--- src/rtl/ptw_pkg.sv ---
package ptw_pkg;
  typedef enum logic [2:0] {
    S_IDLE    = 3'd0,
    S_RD_ROOT = 3'd1,
    S_WT_ROOT = 3'd2,
    S_RD_LEAF = 3'd3,
    S_WT_LEAF = 3'd4,
    S_FILL    = 3'd5,
    S_FAULT   = 3'd6
  } walk_st_e;
endpackage

--- src/rtl/ptw_fsm.sv ---
module ptw_fsm
  import ptw_pkg::*;
(
  input  logic     clk_i,
  input  logic     rst_ni,
  input  logic     miss_valid_i,
  input  logic     rsp_valid_i,
  input  logic     pte_valid_i,
  output walk_st_e state_o
);
  walk_st_e state_q, state_d;

  always_comb begin
    state_d = state_q;
    unique case (state_q)
      S_IDLE:    if (miss_valid_i) state_d = S_RD_ROOT;
      S_RD_ROOT: state_d = S_WT_ROOT;
      S_WT_ROOT: if (rsp_valid_i) state_d = pte_valid_i ? S_RD_LEAF : S_FAULT;
      S_RD_LEAF: state_d = S_WT_LEAF;
      S_WT_LEAF: if (rsp_valid_i) state_d = pte_valid_i ? S_FILL : S_FAULT;
      S_FILL:    state_d = S_IDLE;
      S_FAULT:   state_d = S_IDLE;
      default:   state_d = S_IDLE;
    endcase
  end

  always_ff @(posedge clk_i or negedge rst_ni) begin
    if (!rst_ni) state_q <= S_IDLE;
    else         state_q <= state_d;
  end

  assign state_o = state_q;


  restart_only_idle_chk: assert property (@(posedge clk_i) disable iff (!rst_ni)
    (state_q != S_IDLE) |=> (state_q != S_RD_ROOT));

  root_wait_hold_chk: assert property (@(posedge clk_i) disable iff (!rst_ni)
    (state_q == S_WT_ROOT && !rsp_valid_i) |=> (state_q == S_WT_ROOT));

  leaf_wait_hold_chk: assert property (@(posedge clk_i) disable iff (!rst_ni)
    (state_q == S_WT_LEAF && !rsp_valid_i) |=> (state_q == S_WT_LEAF));
endmodule

--- src/rtl/ptw_regs.sv ---
module ptw_regs
  import ptw_pkg::*;
#(
  parameter int VPN_W = 20,
  parameter int PFN_W = 20
) (
  input  logic             clk_i,
  input  logic             rst_ni,
  input  walk_st_e         state_i,
  input  logic             miss_valid_i,
  input  logic [VPN_W-1:0] vpn_i,
  input  logic             is_data_i,
  input  logic [PFN_W-1:0] base_i,
  input  logic             rsp_valid_i,
  input  logic [PFN_W-1:0] pte_frame_i,
  output logic [VPN_W-1:0] vpn_o,
  output logic             is_data_o,
  output logic [PFN_W-1:0] base_o,
  output logic [PFN_W-1:0] frame_o
);
  logic accept, take_frame;

  assign accept     = (state_i == S_IDLE) && miss_valid_i;
  // one register holds the leaf-page frame, then the final frame
  assign take_frame = rsp_valid_i && (state_i == S_WT_ROOT || state_i == S_WT_LEAF);

  always_ff @(posedge clk_i or negedge rst_ni) begin
    if (!rst_ni) begin
      vpn_o     <= '0;
      is_data_o <= 1'b0;
      base_o    <= '0;
    end else if (accept) begin
      vpn_o     <= vpn_i;
      is_data_o <= is_data_i;
      base_o    <= base_i;
    end
  end

  always_ff @(posedge clk_i or negedge rst_ni) begin
    if (!rst_ni)         frame_o <= '0;
    else if (take_frame) frame_o <= pte_frame_i;
  end


  vpn_hold_chk: assert property (@(posedge clk_i) disable iff (!rst_ni)
    (state_i != S_IDLE) |=> $stable(vpn_o) && $stable(is_data_o));
endmodule

--- src/rtl/ptw_addr.sv ---
module ptw_addr
  import ptw_pkg::*;
#(
  parameter int VPN_W    = 20,
  parameter int IDX_W    = 10,
  parameter int PFN_W    = 20,
  parameter int ENTRY_LG = 2
) (
  input  walk_st_e                      state_i,
  input  logic [VPN_W-1:0]              vpn_i,
  input  logic [PFN_W-1:0]              base_i,
  input  logic [PFN_W-1:0]              frame_i,
  output logic                          req_o,
  output logic [PFN_W+IDX_W+ENTRY_LG-1:0] addr_o
);
  localparam int ROOT_W = VPN_W - IDX_W;
  localparam int OFF_W  = IDX_W + ENTRY_LG;

  logic [ROOT_W-1:0] root_idx;
  logic [IDX_W-1:0]  leaf_idx;
  logic [OFF_W-1:0]  root_off, leaf_off;

  assign root_idx = vpn_i[VPN_W-1:IDX_W];
  assign leaf_idx = vpn_i[IDX_W-1:0];
  assign root_off = OFF_W'(root_idx) << ENTRY_LG;
  assign leaf_off = OFF_W'(leaf_idx) << ENTRY_LG;

  assign req_o = (state_i == S_RD_ROOT) || (state_i == S_RD_LEAF);

  always_comb begin
    if (state_i == S_RD_ROOT) addr_o = {base_i, root_off};
    else                      addr_o = {frame_i, leaf_off};
  end
endmodule

--- src/rtl/pt_walker.sv ---
module pt_walker
  import ptw_pkg::*;
#(
  parameter int VPN_W    = 20,
  parameter int IDX_W    = 10,
  parameter int PFN_W    = 20,
  parameter int DATA_W   = 32,
  parameter int ENTRY_LG = 2
) (
  input  logic                             clk_i,
  input  logic                             rst_ni,
  input  logic                             miss_valid_i,
  input  logic [VPN_W-1:0]                 miss_vpn_i,
  input  logic                             miss_is_data_i,
  input  logic [PFN_W-1:0]                 root_base_i,
  output logic                             busy_o,
  output logic                             done_o,
  output logic                             fault_o,
  output logic [VPN_W-1:0]                 fault_vpn_o,
  output logic                             mem_req_o,
  output logic [PFN_W+IDX_W+ENTRY_LG-1:0]  mem_addr_o,
  input  logic                             mem_rsp_valid_i,
  input  logic [DATA_W-1:0]                mem_rsp_data_i,
  output logic                             tlb_we_o,
  output logic [VPN_W-1:0]                 tlb_vpn_o,
  output logic [PFN_W-1:0]                 tlb_pfn_o,
  output logic                             tlb_is_data_o
);
  localparam int VALID_BIT = 0;

  walk_st_e          state;
  logic              pte_valid;
  logic [PFN_W-1:0]  pte_frame, base_q, frame_q;
  logic [VPN_W-1:0]  vpn_q;
  logic              is_data_q;

  assign pte_valid = mem_rsp_data_i[VALID_BIT];
  assign pte_frame = mem_rsp_data_i[DATA_W-1 -: PFN_W];

  ptw_fsm i_fsm (
    .clk_i        (clk_i),
    .rst_ni       (rst_ni),
    .miss_valid_i (miss_valid_i),
    .rsp_valid_i  (mem_rsp_valid_i),
    .pte_valid_i  (pte_valid),
    .state_o      (state)
  );

  ptw_regs #(.VPN_W(VPN_W), .PFN_W(PFN_W)) i_regs (
    .clk_i        (clk_i),
    .rst_ni       (rst_ni),
    .state_i      (state),
    .miss_valid_i (miss_valid_i),
    .vpn_i        (miss_vpn_i),
    .is_data_i    (miss_is_data_i),
    .base_i       (root_base_i),
    .rsp_valid_i  (mem_rsp_valid_i),
    .pte_frame_i  (pte_frame),
    .vpn_o        (vpn_q),
    .is_data_o    (is_data_q),
    .base_o       (base_q),
    .frame_o      (frame_q)
  );

  ptw_addr #(.VPN_W(VPN_W), .IDX_W(IDX_W), .PFN_W(PFN_W), .ENTRY_LG(ENTRY_LG)) i_addr (
    .state_i (state),
    .vpn_i   (vpn_q),
    .base_i  (base_q),
    .frame_i (frame_q),
    .req_o   (mem_req_o),
    .addr_o  (mem_addr_o)
  );

  assign busy_o        = (state != S_IDLE);
  assign tlb_we_o      = (state == S_FILL);
  assign done_o        = (state == S_FILL);
  assign fault_o       = (state == S_FAULT);
  assign fault_vpn_o   = vpn_q;
  assign tlb_vpn_o     = vpn_q;
  assign tlb_pfn_o     = frame_q;
  assign tlb_is_data_o = is_data_q;


  first_req_chk: assert property (@(posedge clk_i) disable iff (!rst_ni)
    $rose(busy_o) |-> mem_req_o);

  req_pulse_chk: assert property (@(posedge clk_i) disable iff (!rst_ni)
    mem_req_o |=> !mem_req_o);

  fill_cause_chk: assert property (@(posedge clk_i) disable iff (!rst_ni)
    tlb_we_o |-> $past(mem_rsp_valid_i) && $past(mem_rsp_data_i[VALID_BIT]));

  fill_pulse_chk: assert property (@(posedge clk_i) disable iff (!rst_ni)
    tlb_we_o |=> !tlb_we_o);

  fault_cause_chk: assert property (@(posedge clk_i) disable iff (!rst_ni)
    fault_o |-> $past(mem_rsp_valid_i) && !$past(mem_rsp_data_i[VALID_BIT]));

  busy_release_chk: assert property (@(posedge clk_i) disable iff (!rst_ni)
    (tlb_we_o || fault_o) |=> !busy_o);
endmodule

--- config.mk ---
export PLATFORM = sky130hd
export DESIGN_NAME = pt_walker
export DESIGN_NICKNAME = d
export VERILOG_FILES = /design/src/rtl/ptw_pkg.sv /design/src/rtl/ptw_fsm.sv /design/src/rtl/ptw_regs.sv /design/src/rtl/ptw_addr.sv /design/src/rtl/pt_walker.sv
export SDC_FILE = /design/constraint.sdc
export NUM_CORES = 1
export LEC_CHECK = 0
export BUFFER_PORTS_ARGS = -buffer_cell sky130_fd_sc_hd__buf_2
export CORE_ASPECT_RATIO = 1.25
export CORE_MARGIN = 2
export CORE_UTILIZATION = 40
export DETAILED_ROUTE_END_ITERATION = 8
export HOLD_SLACK_MARGIN = 0.06
export PLACE_DENSITY = 0.77
export REMOVE_ABC_BUFFERS = 1
export SYNTH_ARGS = -nofsm -noshare
export SYNTH_HDL_FRONTEND = slang
export SYNTH_HIERARCHICAL = 1
export SYNTH_SLANG_ARGS = --single-unit
export TNS_END_PERCENT = 100
--- constraint.sdc ---
create_clock -name clk_i -period 2 [get_ports clk_i]
set_clock_uncertainty 0.15 [all_clocks]
set_input_delay 0.6 -clock clk_i [delete_from_list [all_inputs] [get_ports clk_i]]
set_output_delay 0.6 -clock clk_i [all_outputs]
set_load 0.02 [all_outputs]
==> results.cfg <==
[outcome]
status = complete, but fails checks
violations = setup timing

[floorplanning]
die_w_um = 82.41
start_util_pct = 41.54
fp-row-count = 35
die_h_um = 102.0
fp.coreArea_um2 = 7401
dieArea_um2 = 8407
pin_count = 175

[global_routing]
grt_usage_pct = 16.52
antenna_found_initial = 0
grt_pass1_wl_mm = 10.38
overflow = 0
grt_max_degree = 65
first_global_vias = 2218

[detailed_routing]
drtAntennaViolNets = 0
wire_per_inst_um = 16.96
drt_pass1_iterations = 4
routed_wl_mm = 8.021
viasPerCell = 4.822
drt-initial-drc-count = 46
drc = 0
vias = 2281

[timing]
finalCritPeriodShare_pct = 124.7
setup_tns_ns = -14.95
finalHoldViolCount = 0
finalMaxSlewViolations = 0
layout_setup_ws_ns = -0.4945
max_clock_freq_ghz = 0.4009
setup_viol = 36
finalCriticalPeriod_ns = 2.495
rsz0062_at_grt = true

[critical_path]
startpoint_type = flip-flop
worst-setup-path-type = flip-flop to output port
arrival_ns = 1.74
critPathMaxFanout = 8
critPathCaptureType = output port
required_ns = 1.25

[final_layout]
drive_above_1_share_pct = 78.22
post-route-util_pct = 62.89
fin_cells = 473
area_growth_pct = 51.40
fillers = 579
nNetsFinal = 453
multi_input_area_um2 = 1319
insertedDiodeCount = 0
regArea_um2 = 1602

[clocking]
postCtsHoldBufs = 0
clock-sinks = 64
ctsRootBufferMaster = clkbuf_8
cts_tree = yes
htree_levels = 3
clkTransAtPathRegs_ns = 0.07
cts_buffers = 9
clockBufferDepth = 2
clk_latency_ns = 0.33

[min_path]
min_path_type = input pin to asynchronous set/reset pin

[logic_synthesis]
yosys_warnings = 6
ys_seq_area_share_pct = 52.10
ys_seq_elements = 64
synth_cells = 209
netlist_area_um2 = 3074
syn_avg_cell_area_um2 = 14.71
ys_types = 22

[place]
dp.cells = 443
hpwlAfterDp_mm = 5.034
port_buffers = 161
gp_congestion = 0.7283

[power]
leakage_nw = 2.259
ir_drop_mv = 1.236
p_per_area_nw_per_um2 = 2090
p_total_w = 0.009729

[job]
drv_cap = 0
-- logic make-up (layout without fill, tap and decap cells) --
group / after synthesis / after routing / synth area share, %
other cells: 1 / 2 / 0.1220
xor+xnor: 2 / 2 / 0.5699
buf+inv: 33 / 204 / 8.791
simple gates: 13 / 13 / 3.948
compound gates: 5 / 5 / 1.139
mux: 91 / 91 / 33.33
flops: 64 / 64 / 52.10
-- cell usage in the layout, fill, tap and decap left out, drive strengths merged --
cell type and n:
o21ai 3, conb 2, a221oi 1, nor2 1, or3 1, clkbuf 14, clkinvlp 2, dfrtp 64
bufinv 2, buf 184, mux2 91, xnor2 2, and3b 2, nand2 1, nand3 3, a21oi 1
clkinv 2, nor4b 1, nor3b 2, nor2b 2
-- path summary, 6_finish.rpt --
check	to	cells past startpoint	from	slack, ns
setup / recovery	mem_addr_o[10]	5	i_fsm/state_o[2]	-0.49
hold / removal	i_regs/base_o[15]	2	rst_ni	0.11
setup reg to reg	i_regs/frame_o[11]	8	i_fsm/state_o[2]	-0.02
hold reg to reg	i_regs/base_o[17]	1	i_regs/base_o[17]	0.34
max in group asynchronous	i_regs/frame_o[8]	2	rst_ni	1.29
min in group clk_i	i_regs/base_o[17]	2	root_base_i[17]	0.33
-- what timing repair did --
| item | in CTS | in global routing |
|---|---|---|
| buffers inserted | 3 | 6 |
| pin swaps | 1 | 3 |
| endpoints found under the setup margin | 34 | 83 |
| resized for setup | 16 | 108 |
| cloned | 1 | 5 |
-- where the power goes --
part / switching [W] / leakage (nW) / internal (W)
Sequential: 0.000482 / 0.757 / 0.00197
Combinational: 0.00290 / 1.40 / 0.00315
Clock: 0.000496 / 0.106 / 0.000734
-- critical path, cell delays in order, from the launching register on --
cell and delay [ns]:
dfrtp_1 0.41, nor3b_4 0.24, buf_6 0.17, buf_12 0.14, mux2_4 0.31, buf_6 0.13
-- per-layer routing --
metal	track usage, %	wire length (um)	vias up
li1	-	-	1046
met1	17.63	2881	1125
met2	29.65	4462	98
met4	5.128	136	0
met3	6.272	540	12
met5	0	0	-
-- per-stage QoR --
stage / worst slack (ns) / hold WS (ns) / instance area, um2
2_1_floorplan: -0.6853 / 0.1544 / 2811
3_3_place_gp: -0.1507 / 0.3148 / 3854
3_5_place_dp: -0.1828 / 0.3261 / 3854
4_1_cts: -0.5302 / 0.1249 / 4158
5_1_grt: -0.5786 / 0.1202 / 4654
6_report: -0.4945 / 0.1133 / 4654
-- cell usage after synthesis --
master	instances	area [um2]
nor4b_4	1	23.77
nor3b_4	1	18.77
xnor2_1	2	17.52
nor2b_1	2	12.51
a221oi_2	1	15.01
o21ai_0	2	10.01
nor2_1	1	3.750
and3b_2	2	20.02
nor3b_2	1	12.51
nand3_1	2	10.01
o21ai_1	1	5.000
buf_6	7	78.83
mux2_1	6	67.56
clkinv_1	1	3.750
dfrtp_1	64	1602
mux2_2	85	957.2
nand3_2	1	10.01
a21oi_1	1	5.000
conb_1	1	3.750
buf_4	25	187.7
nand2_1	1	3.750
or3_1	1	6.260
-- flip-flops by register name, indices dropped and copies added (netlist names) --
signal and cells:
i_regs/base_o 20, i_regs/frame_o 20, i_regs/vpn_o 20, i_fsm/state_o 3, i_regs/is_data_o 1
-- area by class of cell --
| cell class | instances | share of cell area (%) |
|---|---|---|
| timing repair buffer | 187 | 29.95 |
| inverter | 1 | 0.08065 |
| multi-input combinational | 113 | 28.33 |
| clock buffer | 11 | 3.038 |
| sequential | 64 | 34.41 |
| tap | 92 | 2.473 |
| clock inverter | 5 | 1.720 |
No activity file was read; power rests on OpenSTA's default activity.
